$ cat src/rtl/oc_pkg.sv
package oc_pkg;

    typedef enum logic [1:0] {
        OCM_FROZEN = 2'b00,
        OCM_SET    = 2'b01,
        OCM_CLEAR  = 2'b10,
        OCM_TOGGLE = 2'b11
    } oc_mode_e;

    typedef enum logic {
        REF_LOW  = 1'b0,
        REF_HIGH = 1'b1
    } ref_state_e;

endpackage

$ cat src/rtl/oc_upcount.sv
module oc_upcount #(
    parameter int CNT_W = 16
) (
    input  logic             clk,
    input  logic             rst_n,
    input  logic             run,
    input  logic [CNT_W-1:0] reload,
    output logic [CNT_W-1:0] count,
    output logic             wrap
);
    localparam logic [CNT_W-1:0] ONE = {{(CNT_W-1){1'b0}}, 1'b1};

    logic [CNT_W-1:0] count_q;

    assign wrap  = run && (count_q == reload);
    assign count = count_q;

    always_ff @(posedge clk) begin
        if (!rst_n)
            count_q <= '0;
        else if (wrap)
            count_q <= '0;
        else if (run)
            count_q <= count_q + ONE;
    end

    // an idle counter keeps its value
    assert_hold_R1: assert property (@(posedge clk) disable iff (!rst_n)
        !run |=> (count_q == $past(count_q)));

    // reaching the reload value while running returns to zero
    assert_wrap_R2: assert property (@(posedge clk) disable iff (!rst_n)
        (run && count_q == reload) |=> (count_q == '0));

endmodule

$ cat src/rtl/oc_cmp_hold.sv
module oc_cmp_hold #(
    parameter int CNT_W = 16
) (
    input  logic             clk,
    input  logic             rst_n,
    input  logic             wr,
    input  logic [CNT_W-1:0] wdata,
    input  logic             shadow_en,
    input  logic             run,
    input  logic             wrap,
    input  logic [CNT_W-1:0] count,
    output logic             match
);
    logic [CNT_W-1:0] active_q;
    logic [CNT_W-1:0] hold_q;

    always_ff @(posedge clk) begin
        if (!rst_n) begin
            active_q <= '0;
            hold_q   <= '0;
        end else begin
            if (wr)
                hold_q <= wdata;
            if (!shadow_en) begin
                if (wr)
                    active_q <= wdata;
            end else if (wrap) begin
                active_q <= wr ? wdata : hold_q;
            end
        end
    end

    assign match = run && (count == active_q);

    // an unbuffered write lands on the next clock
    assert_direct_R7: assert property (@(posedge clk) disable iff (!rst_n)
        (!shadow_en && wr) |=> (active_q == $past(wdata)));

    // a buffered active value only moves at the wrap
    assert_shadow_R8: assert property (@(posedge clk) disable iff (!rst_n)
        (shadow_en && !wrap) |=> $stable(active_q));

    // a stopped counter never matches
    assert_nomatch_R12: assert property (@(posedge clk) disable iff (!rst_n)
        !run |-> !match);

endmodule

$ cat src/rtl/oc_ref_out.sv
module oc_ref_out
    import oc_pkg::*;
(
    input  logic     clk,
    input  logic     rst_n,
    input  logic     match,
    input  oc_mode_e mode,
    input  logic     flag_clr,
    input  logic     polarity,
    input  logic     out_en,
    input  logic     irq_en,
    input  logic     dma_en,
    output logic     flag,
    output logic     irq,
    output logic     dma_req,
    output logic     pin
);
    ref_state_e state_q, state_d;
    logic       flag_q;

    always_comb begin
        state_d = state_q;
        if (match) begin
            unique case (mode)
                OCM_FROZEN: state_d = state_q;
                OCM_SET:    state_d = REF_HIGH;
                OCM_CLEAR:  state_d = REF_LOW;
                OCM_TOGGLE: state_d = (state_q == REF_HIGH) ? REF_LOW : REF_HIGH;
            endcase
        end
    end

    always_ff @(posedge clk) begin
        if (!rst_n)
            state_q <= REF_LOW;
        else
            state_q <= state_d;
    end

    always_ff @(posedge clk) begin
        if (!rst_n)
            flag_q <= 1'b0;
        else if (match)
            flag_q <= 1'b1;
        else if (flag_clr)
            flag_q <= 1'b0;
    end

    always_comb begin
        flag    = flag_q;
        irq     = flag_q & irq_en;
        dma_req = flag_q & dma_en;
        pin     = out_en ? ((state_q == REF_HIGH) ^ polarity) : polarity;
    end

    // set and clear modes force the reference level
    assert_set_R3: assert property (@(posedge clk) disable iff (!rst_n)
        (match && mode == OCM_SET) |=> (state_q == REF_HIGH));
    assert_clear_R3: assert property (@(posedge clk) disable iff (!rst_n)
        (match && mode == OCM_CLEAR) |=> (state_q == REF_LOW));
    assert_toggle_R3: assert property (@(posedge clk) disable iff (!rst_n)
        (match && mode == OCM_TOGGLE) |=> (state_q != $past(state_q)));
    assert_still_R3: assert property (@(posedge clk) disable iff (!rst_n)
        !match |=> $stable(state_q));

    // a match raises the flag
    assert_flag_R4: assert property (@(posedge clk) disable iff (!rst_n)
        match |=> flag_q);

    // clear without match drops the flag
    assert_clr_R5: assert property (@(posedge clk) disable iff (!rst_n)
        (flag_clr && !match) |=> !flag_q);

endmodule

$ cat src/rtl/oc_wave_channel.sv
module oc_wave_channel
    import oc_pkg::*;
#(
    parameter int CNT_W = 16
) (
    input  logic             clk,
    input  logic             rst_n,
    input  logic             cnt_en,
    input  logic [CNT_W-1:0] reload_val,
    input  logic             cmp_wr,
    input  logic [CNT_W-1:0] cmp_wdata,
    input  logic             shadow_en,
    input  logic [1:0]       mode,
    input  logic             polarity,
    input  logic             out_en,
    input  logic             flag_clr,
    input  logic             irq_en,
    input  logic             dma_en,
    output logic [CNT_W-1:0] count,
    output logic             cmp_flag,
    output logic             irq,
    output logic             dma_req,
    output logic             oc_pin
);
    logic wrap;
    logic match;

    oc_upcount #(.CNT_W(CNT_W)) u_count (
        .clk    (clk),
        .rst_n  (rst_n),
        .run    (cnt_en),
        .reload (reload_val),
        .count  (count),
        .wrap   (wrap)
    );

    oc_cmp_hold #(.CNT_W(CNT_W)) u_cmp (
        .clk       (clk),
        .rst_n     (rst_n),
        .wr        (cmp_wr),
        .wdata     (cmp_wdata),
        .shadow_en (shadow_en),
        .run       (cnt_en),
        .wrap      (wrap),
        .count     (count),
        .match     (match)
    );

    oc_ref_out u_out (
        .clk      (clk),
        .rst_n    (rst_n),
        .match    (match),
        .mode     (oc_mode_e'(mode)),
        .flag_clr (flag_clr),
        .polarity (polarity),
        .out_en   (out_en),
        .irq_en   (irq_en),
        .dma_en   (dma_en),
        .flag     (cmp_flag),
        .irq      (irq),
        .dma_req  (dma_req),
        .pin      (oc_pin)
    );

    // a disabled output rests at the inactive level
    assert_idle_pin_R10: assert property (@(posedge clk) disable iff (!rst_n)
        !out_en |-> (oc_pin == polarity));

endmodule

$ cat config.mk
export PLATFORM = sky130hd
export DESIGN_NAME = oc_wave_channel
export DESIGN_NICKNAME = d
export VERILOG_FILES = /design/src/rtl/oc_pkg.sv /design/src/rtl/oc_upcount.sv /design/src/rtl/oc_cmp_hold.sv /design/src/rtl/oc_ref_out.sv /design/src/rtl/oc_wave_channel.sv
export SDC_FILE = /design/constraint.sdc
export NUM_CORES = 1
export LEC_CHECK = 0
export BUFFER_PORTS_ARGS = -buffer_cell sky130_fd_sc_hd__buf_2
export CORE_MARGIN = 2
export CORE_UTILIZATION = 30
export CTS_CLUSTER_SIZE = 25
export DETAILED_ROUTE_END_ITERATION = 12
export PLACE_DENSITY = 0.59
export SYNTH_ARGS = -nofsm -noshare
export SYNTH_HDL_FRONTEND = slang
export SYNTH_HIERARCHICAL = 1
export SYNTH_SLANG_ARGS = --single-unit
$ cat constraint.sdc
create_clock -name clk -period 3.3 [get_ports clk]
set_input_delay 0.165 -clock clk [delete_from_list [all_inputs] [get_ports clk]]
set_output_delay 0.165 -clock clk [all_outputs]
set_load 0.02 [all_outputs]
Word level (Yosys, flattened, before mapping)
Cells that the tools add are included.
Storage, ports and cells
  flip-flop bits (word level): 50
  bits of input ports: 44
  output and inout port bits: 20
  word-level logic and storage cells: 34
Operators by class
  add/subtract/negate cells: 1
  eq/ne operators: 6
  multiplexer cells: 9
  bitwise logic cells: 5
  reduce and logical (&&, ||, !) cells: 8
Operators by type and width (count)
  16-bit two-way mux: 4
  16-bit equality test: 2
  16-bit by 1-bit adder with 16-bit output (second input constant): 1
  2-bit equality test (second input constant): 2
  1-bit two-way mux: 4
  2-bit AND reduction: 2
  2-bit nonzero test: 2
  1-bit one-hot mux with 3 select lines: 1
  1-bit AND: 2
  2-bit by 1-bit equality test with 1-bit output (second input constant): 1
  1-bit logical AND: 2
  2-bit zero test: 1
  2-bit by 1-bit != test with 1-bit output (second input constant): 1
  1-bit NOT: 2
  2-bit OR reduction: 1
  1-bit bitwise XOR: 1

Logic depth before layout (Yosys ltp)
Gate-level depths: netlist (run 1).
  word-level depth: 4
  depth in mapped cells: 10
  depth with buffers taken out: 8

Modules after synthesis
The synthesis (run 1) kept the hierarchy.
Modules (own cells, without submodules)
  oc_cmp_hold: times used 1, cells each 142, area each 1476.4 µm², seq. area each 640.6 µm²
  oc_upcount: times used 1, cells each 97, area each 870.8 µm², seq. area each 320.3 µm²
  oc_ref_out: times used 1, cells each 11, area each 101.3 µm², seq. area each 40.0 µm²

Worst setup path after synthesis (run 1)
OpenSTA, ideal clock, no wires.
  path kind: reg-to-reg
  start point: register u_count.count_q[4], in the netlist u_count/count[4]
  end point: register u_cmp.active_q[10]
  setup time: 0.117 ns
  data arrival time: 2.410 ns
  data required time: 3.183 ns
  setup slack: 0.774 ns
  stages on the path, launching flop included: 10
  path buffers: 1
  period minus slack after synthesis: 2.526 ns
  cell sequence: dfxtp_1 xor2_1 nor4_1 nand2_1 nor4_1 nand2_2 or2_1 clkbuf_2 o22ai_1 nor2_1
On the way
  word-level cells in the longest chain between the ends: 4
RTL lines
  start: declaration: line oc_upcount.sv:13  | logic [CNT_W-1:0] count_q;
  start signal: assignment: line oc_upcount.sv:24  | count_q <= count_q + ONE;
  16-bit equality test: line oc_upcount.sv:15  | assign wrap = run && (count_q == reload);
  1-bit logical AND: line oc_upcount.sv:15
  net wrap: line oc_wave_channel.sv:25  | logic wrap;
  2-bit by 1-bit != test with 1-bit output (no source line)
  2-bit AND reduction (no source line)
  end signal: assignment: line oc_cmp_hold.sv:26  | active_q <= wdata;
  end signal: assignment: line oc_cmp_hold.sv:28  | active_q <= wr ? wdata : hold_q;
  end: declaration: line oc_cmp_hold.sv:14  | logic [CNT_W-1:0] active_q;
The timed path passes the listed nets, and every way through them passes these cells.
A chain may end at the register's enable or synchronous reset.

Final worst setup path (run 1)
  start point: register u_count.count_q[3], in the netlist u_count/count[3]
  end point: register u_cmp.active_q[13]
The elaborated chain is that of the path after synthesis.

==> flow_summary.json, run 1 <==
{
  "status": "finished clean",
  "tightest_slew_ns": 0.942,
  "peakVddDrop_uv": 163,
  "nets": 355,
  "min_period_over_period": 0.770,
  "routed-via-count": 1963,
  "async_flop_share": 0,
  "multi_input_area_um2": 1360,
  "yosys.cell_count.top_type": "dfxtp_1",
  "cp_cell_sequence": "xor2_1 > nor4_1 > nand2_1 > nor4_2 > nand2_2 > or2_1 > o22ai_1 > nor2_1",
  "power_density_nw_per_um2": 422,
  "period_needed_ns": 2.54,
  "ff2ff_path_depth": 8,
  "postCtsSetupBuffers": 0,
  "final-setup-viol-count": 0,
  "whs_path_depth": 3,
  "cts_hold_buf": 0,
  "ys_seq_area_frac": 0.409,
  "pre_cts_slack_ns": 0.795,
  "crit_buf_inv": 0,
  "hold_class": "primary input to register",
  "numCtsBuffers": 5,
  "htreeDepth": 2,
  "setup_ws_ns": 0.759,
  "path_delay_family": "simple AND/OR/NAND/NOR gates",
  "maxSlewHeadroom": 0.370,
  "final_cell_area_um2": 2920,
  "r2r_slack_ns": 0.76,
  "synth_cells": 250,
  "synthFlopType": "dfxtp_1",
  "fp.dieH_um": 94.3,
  "clock.fmax_mhz": 394,
  "antenna_cells": 0,
  "cts.sinks": 50,
  "netlist_top_cells_area": "dfxtp_1, xnor2_1, xor2_1",
  "synth_warnings": 6,
  "max_cap_violations": 0,
  "regArea_um2": 1000,
  "core_um2": 7810,
  "hold_viol_final": 0,
  "fin_cells": 413,
  "worstReg2RegEnd": "u_cmp/active_q[13]$_SDFFE_PN0P_",
  "critPathMaxStageDelay_ns": 0.62,
  "dp_hpwl_um": 4510,
  "endpoint_kind": "register",
  "grt_pass1_vias": 1911,
  "r2r-start": "u_count/count[3]$_SDFFE_PP0P_",
  "drv_slew": 0,
  "die_area_um2": 8900,
  "cp-start-kind": "register",
  "min_from": "cmp_wdata[6]",
  "clkTransAtPathRegs_ns": 0.09,
  "p_leak_nw": 1.26,
  "grt.overflow.total": 0,
  "synth_top_area_cell": "dfxtp_1",
  "synth_top_area_frac": 0.409,
  "dp.cells": 405,
  "antenna_found_initial": 0,
  "power_mw": 1.23,
  "syn_area_um2": 2450,
  "insertion_delay_ns": 0.31,
  "drtAntennaViolNets": 0,
  "setup_tns_ns": 0,
  "synth_seq_cells": 50,
  "area_growth_pct": 19.4,
  "whs_endpoint": "u_cmp/hold_q[6]$_SDFF_PN0_",
  "n_fill_cell": 810,
  "tritoncts": "built",
  "grt_usage": 0.143,
  "ys_top_cells_by_count": "dfxtp_1, nor2_1, xnor2_1",
  "drc": 0,
  "drive_gt1_frac": 0.286,
  "syn_nets": 295,
  "routabilityCongestion": 0.932,
  "place_area_um2": 2820,
  "ys_types": 40,
  "ctsResizeCount": 0,
  "rsz0062_at_grt": "false",
  "path_class": "register to register",
  "port_buffers": 63,
  "synth-edff-count": 0,
  "cts_buffer_depth": 2,
  "firstDrtPassIters": 4,
  "skew_ns": 0.0131,
  "worstPathMaxFanout": 7,
  "ios": 64,
  "cp.required_ns": 3.49,
  "via_per_inst": 4.75,
  "grt_pass1_wl_um": 9810,
  "wirelength_um": 6080,
  "start_util": 0.314,
  "fp.dieW_um": 94.3,
  "routedWlPerCell_um": 14.7,
  "drt-initial-drc-count": 48,
  "worst_ep_arrival_time_ns": 2.73,
  "slowest_stage": "nor4_2",
  "clock-root-buffer": "clkbuf_8",
  "num_rows": 32,
  "grt_max_degree": 21,
  "syn_area_per_cell_um2": 9.79,
  "whs_ns": 0.119,
  "final_util": 0.375
}
[power by group]
group / internal (mW) / total [mW] / switching [mW]
combinational: 0.0768 / 0.158 / 0.0809
sequential: 0.629 / 0.650 / 0.0207
clock: 0.223 / 0.427 / 0.204
[worst reg2reg max path, stage by stage (launching register included)]
cell and delay (ns):
dfxtp_1 0.51, xor2_1 0.13, nor4_1 0.30, nand2_1 0.17, nor4_2 0.62, nand2_2 0.17, or2_1 0.31, o22ai_1 0.15
nor2_1 0.07
[registers in the layout (all words and copies together) (netlist names)]
register,count
u_cmp/active_q,16
u_out/state_q,1
u_out/flag,1
u_cmp/hold_q,16
u_count/count,16
[how the worst max path moves through the flow]
| stage | start | end | slack (ns) | cells after the start |
|---|---|---|---|---|
| floorplan | u_count/count[4]$_SDFFE_PP0P_ | u_cmp/active_q[10]$_SDFFE_PN0P_ | 0.77 | 9 |
| CTS | u_count/count[3]$_SDFFE_PP0P_ | u_cmp/active_q[13]$_SDFFE_PN0P_ | 0.76 | 8 |
| global route | u_count/count[0]$_SDFFE_PP0P_ | u_cmp/active_q[14]$_SDFFE_PN0P_ | 0.52 | 8 |
| detailed placement | u_count/count[3]$_SDFFE_PP0P_ | u_cmp/active_q[13]$_SDFFE_PN0P_ | 0.79 | 8 |
| finish | u_count/count[3]$_SDFFE_PP0P_ | u_cmp/active_q[13]$_SDFFE_PN0P_ | 0.76 | 8 |
| global placement | u_count/count[3]$_SDFFE_PP0P_ | u_cmp/active_q[6]$_SDFFE_PN0P_ | 0.83 | 8 |
[cell type report]
cell class	instances	area share
clock buffers	5	0.0235
multi-input cells	187	0.464
inverters	2	0.00257
well taps	102	0.0436
flip-flops and latches	50	0.342
repair buffers	64	0.110
clock inverters	3	0.0137
[layout by cell type (no fill, tap or decap), types with 2 or more instances in the layout]
cell type  synthesis  final
a22o_1             2      2
a22o_2             7      7
a32o_1             9      9
and2_1             2      2
and3_1             2      2
buf_2              2     63
clkbuf_8           0      5
clkinv_2           0      2
dfxtp_1           50     50
mux2i_1           17     17
nand2_1           10     10
nand3_1            3      3
nand4_1           11     11
nor2_1            41     41
nor3_1             3      3
nor4_1             4      3
nor4_2             2      3
o21ai_0            6      6
o22ai_1            6      6
xnor2_1           26     26
xor2_1            22     22
[logic make-up after synthesis]
group                    share of synthesized area
AND/OR/NAND/NOR                              0.178
flip-flops                                   0.409
XOR/XNOR                                     0.172
AO/OA/AOI/OAI                                0.127
multiplexers                                0.0695
buffers and inverters                       0.0399
adder cells (fa/ha/maj)                    0.00511
[metal layers]
layer | part of all wire | vias up | routed length, µm | track usage
li1 | - | 1002 | - | -
met3 | 0.066 | 9 | 404 | 0.0351
met2 | 0.45 | 59 | 2770 | 0.232
met5 | 0 | - | 0 | 0
met1 | 0.46 | 893 | 2820 | 0.187
met4 | 0.015 | 0 | 92 | 0.0483
(Power assumes the default switching activity.)
==> run 2, diff against run 1 <==
--- a/config.mk
+++ b/config.mk
@@ -5,12 +5,13 @@
 export SDC_FILE = /design/constraint.sdc
 export NUM_CORES = 1
 export LEC_CHECK = 0
+export ABC_AREA = 1
 export BUFFER_PORTS_ARGS = -buffer_cell sky130_fd_sc_hd__buf_2
 export CORE_MARGIN = 2
 export CORE_UTILIZATION = 30
 export CTS_CLUSTER_SIZE = 25
 export DETAILED_ROUTE_END_ITERATION = 12
-export PLACE_DENSITY = 0.59
+export PLACE_DENSITY = 0.6
 export SYNTH_ARGS = -nofsm -noshare
 export SYNTH_HDL_FRONTEND = slang
 export SYNTH_HIERARCHICAL = 1
==> constraint.sdc (replaced) <==
create_clock -name clk -period 2.1 [get_ports clk]
set_input_delay 0.105 -clock clk [delete_from_list [all_inputs] [get_ports clk]]
set_output_delay 0.105 -clock clk [all_outputs]
set_load 0.02 [all_outputs]
==> run 2 against run 1 <==
Sequential share of layout area decreased by 6.0 points; core utilization decreased by 0.63 points; clock power increased by 58%; largest cell class unchanged; combinational power increased by 78%; largest power group unchanged; cell count increased by 61%; critical endpoint is now u_cmp/active_q[2]$_SDFFE_PN0P_.
==> flow_summary.json, run 2 <==
{
  "synth_warnings": 6,
  "grt_max_degree": 19,
  "multi_input_area_um2": 1610,
  "tightest_slew_ns": 0.409,
  "skew_ns": 0.00705,
  "async_flop_share": 0,
  "ios": 64,
  "start_util": 0.307,
  "endpoint_kind": "register",
  "area_growth_pct": 19.9,
  "p_int_mw": 1.44,
  "nets": 576,
  "power_density_nw_per_um2": 549,
  "ys_top_cells_by_count": "nand2_1, inv_1, dfxtp_1",
  "drv_slew": 0,
  "antenna_found_initial": 0,
  "maxSlewHeadroom": 0.727,
  "comb_power_share": 0.144,
  "drtAntennaViolNets": 0,
  "final_util": 0.368,
  "synth_top_area_cell": "dfxtp_1",
  "synth-edff-count": 0,
  "fp.dieW_um": 104,
  "cp-start-kind": "register",
  "synth_top_area_frac": 0.337,
  "cp.required_ns": 2.36,
  "grt.overflow.total": 0,
  "cts.sinks": 50,
  "clkTransAtPathRegs_ns": 0.09,
  "max_cap_violations": 0,
  "min_period_over_period": 0.870,
  "dp_hpwl_um": 6310,
  "hold_viol_final": 0,
  "wirelength_um": 8050,
  "htreeDepth": 2,
  "pwr-share-seq": 0.512,
  "core_um2": 9680,
  "cts_buffer_depth": 2,
  "syn_nets": 506,
  "worstPathMaxFanout": 12,
  "via_per_inst": 4.48,
  "tritoncts": "built",
  "synth_seq_cells": 50,
  "fp.dieH_um": 104,
  "final-setup-viol-count": 0,
  "routedWlPerCell_um": 12.1,
  "drive_gt1_frac": 0.218,
  "layout_common_cells": "nand2_1, inv_1, buf_2, nor2_1, dfxtp_1",
  "hold_class": "primary input to register",
  "syn_area_um2": 2970,
  "setup_tns_ns": 0,
  "layout_commonest_cell": "nand2_1",
  "drt-initial-drc-count": 95,
  "clock-root-buffer": "clkbuf_8",
  "synthFlopType": "dfxtp_1",
  "grt_pass1_vias": 2847,
  "n_fill_cell": 1064,
  "syn_area_per_cell_um2": 6.45,
  "synth_cells": 461,
  "rsz0062_at_grt": "false",
  "whs_ns": 0.0324,
  "yosys.cell_count.top_type": "nand2_1",
  "firstDrtPassIters": 4,
  "p_switching_uw": 514,
  "worst_ep_arrival_time_ns": 2.08,
  "peakVddDrop_uv": 254,
  "routabilityCongestion": 0.866,
  "swShare": 0.262,
  "insertion_delay_ns": 0.31,
  "routed-via-count": 2981,
  "drc": 0,
  "port_buffers": 63,
  "clock.fmax_mhz": 547,
  "num_rows": 36,
  "ys_types": 33,
  "status": "finished clean",
  "grt_usage": 0.155,
  "period_needed_ns": 1.83,
  "regArea_um2": 1010,
  "ys_seq_area_frac": 0.337,
  "path_class": "register to register",
  "netlist_top_cells_area": "dfxtp_1, nand2_1, inv_1",
  "antenna_cells": 0,
  "numCtsBuffers": 5,
  "p_leak_nw": 1.73,
  "clockPowerShare": 0.344,
  "grt_pass1_wl_um": 13600,
  "die_area_um2": 10700
}
-- run 2: cell types whose count changed in the layout (fill, tap and decap cells not counted), sizes merged, moves of 6 or more --
| cell | before | now |
|---|---|---|
| nand3 | 3 | 23 |
| a32o | 9 | 0 |
| a22o | 9 | 0 |
| nor4 | 6 | 0 |
| buf | 64 | 74 |
| xnor2 | 26 | 8 |
| nand4 | 11 | 5 |
| mux2i | 17 | 0 |
| nor2 | 42 | 52 |
| o21ai | 7 | 13 |
| nand2 | 11 | 175 |
| a21oi | 1 | 20 |
| xor2 | 22 | 10 |
| inv | 2 | 69 |
-- run 2: power groups by stage --
stage	logic, mW	clock network [mW]	registers (mW)
floorplan	0.188	0	1.03
global placement	0.279	0	1.02
detailed placement	0.282	0	1.02
CTS	0.284	0.704	1.00
global route	0.322	0.738	1.01
finish	0.281	0.674	1.00
-- run 2: critical path, cell delays in order, from the launching register on --
cell and delay [ns]:
dfxtp_1 0.41, inv_1 0.11, nand2_1 0.11, nand4_1 0.10, nor2_1 0.09, nand2_1 0.07
nor3_2 0.17, buf_4 0.15, nand2_4 0.11, inv_2 0.17, nand2_1 0.06, o21ai_0 0.08
o21ai_0 0.10, inv_1 0.06
-- run 2: cell families after synthesis --
group / after synthesis / share of synthesized area
simple gates: 265 / 0.385
fa+ha+maj: 1 / 0.00421
flops: 50 / 0.337
xor+xnor: 18 / 0.0530
buf+inv: 80 / 0.122
compound gates: 47 / 0.0989
-- run 2: area by class of cell --
| class | count | area share |
|---|---|---|
| clock buffers | 5 | 0.0193 |
| clock inverters | 3 | 0.0112 |
| multi-input cells | 331 | 0.452 |
| flip-flops and latches | 50 | 0.282 |
| repair buffers | 74 | 0.115 |
| inverters | 69 | 0.0733 |
| well taps | 133 | 0.0467 |
-- run 2: worst paths after layout --
kind | from | slack, ns | endpoint | cells past startpoint
max reg2reg | u_count/count[13]$_SDFFE_PP0P_ | 0.27 | u_cmp/active_q[2]$_SDFFE_PN0P_ | 13
min reg2reg | u_cmp/hold_q[0]$_SDFF_PN0_ | 0.47 | u_cmp/hold_q[0]$_SDFF_PN0_ | 2
min | flag_clr | 0.03 | u_out/flag$_SDFFE_PN0P_ | 4
max | u_count/count[13]$_SDFFE_PP0P_ | 0.27 | u_cmp/active_q[2]$_SDFFE_PN0P_ | 13
-- run 2: stage by stage --
stage | instances | cell area [µm²] | total power [mW] | worst slack (ns)
2_1_floorplan | 461 | 2970 | 1.22 | 0.250
3_3_place_gp | 657 | 3450 | 1.30 | 0.217
3_5_place_dp | 657 | 3450 | 1.31 | 0.182
4_1_cts | 665 | 3560 | 1.99 | 0.151
5_1_grt | 665 | 3570 | 2.07 | 0.0468
6_report | 665 | 3570 | 1.96 | 0.273
-- run 2: what timing repair did --
action,CTS,global route
gates resized for setup,0,5
endpoints found under the setup margin,0,12
setup buffers,0,0
hold buffers,0,0
hold endpoints to repair,0,0
-- run 2: per-layer routing --
metal,wire length (µm),up-vias,part of all wire,track usage
met5,0,-,0,0
met4,78,0,0.0097,0.0357
met3,330,8,0.041,0.0289
met2,3660,62,0.45,0.260
met1,3980,1348,0.49,0.207
li1,-,1563,-,-
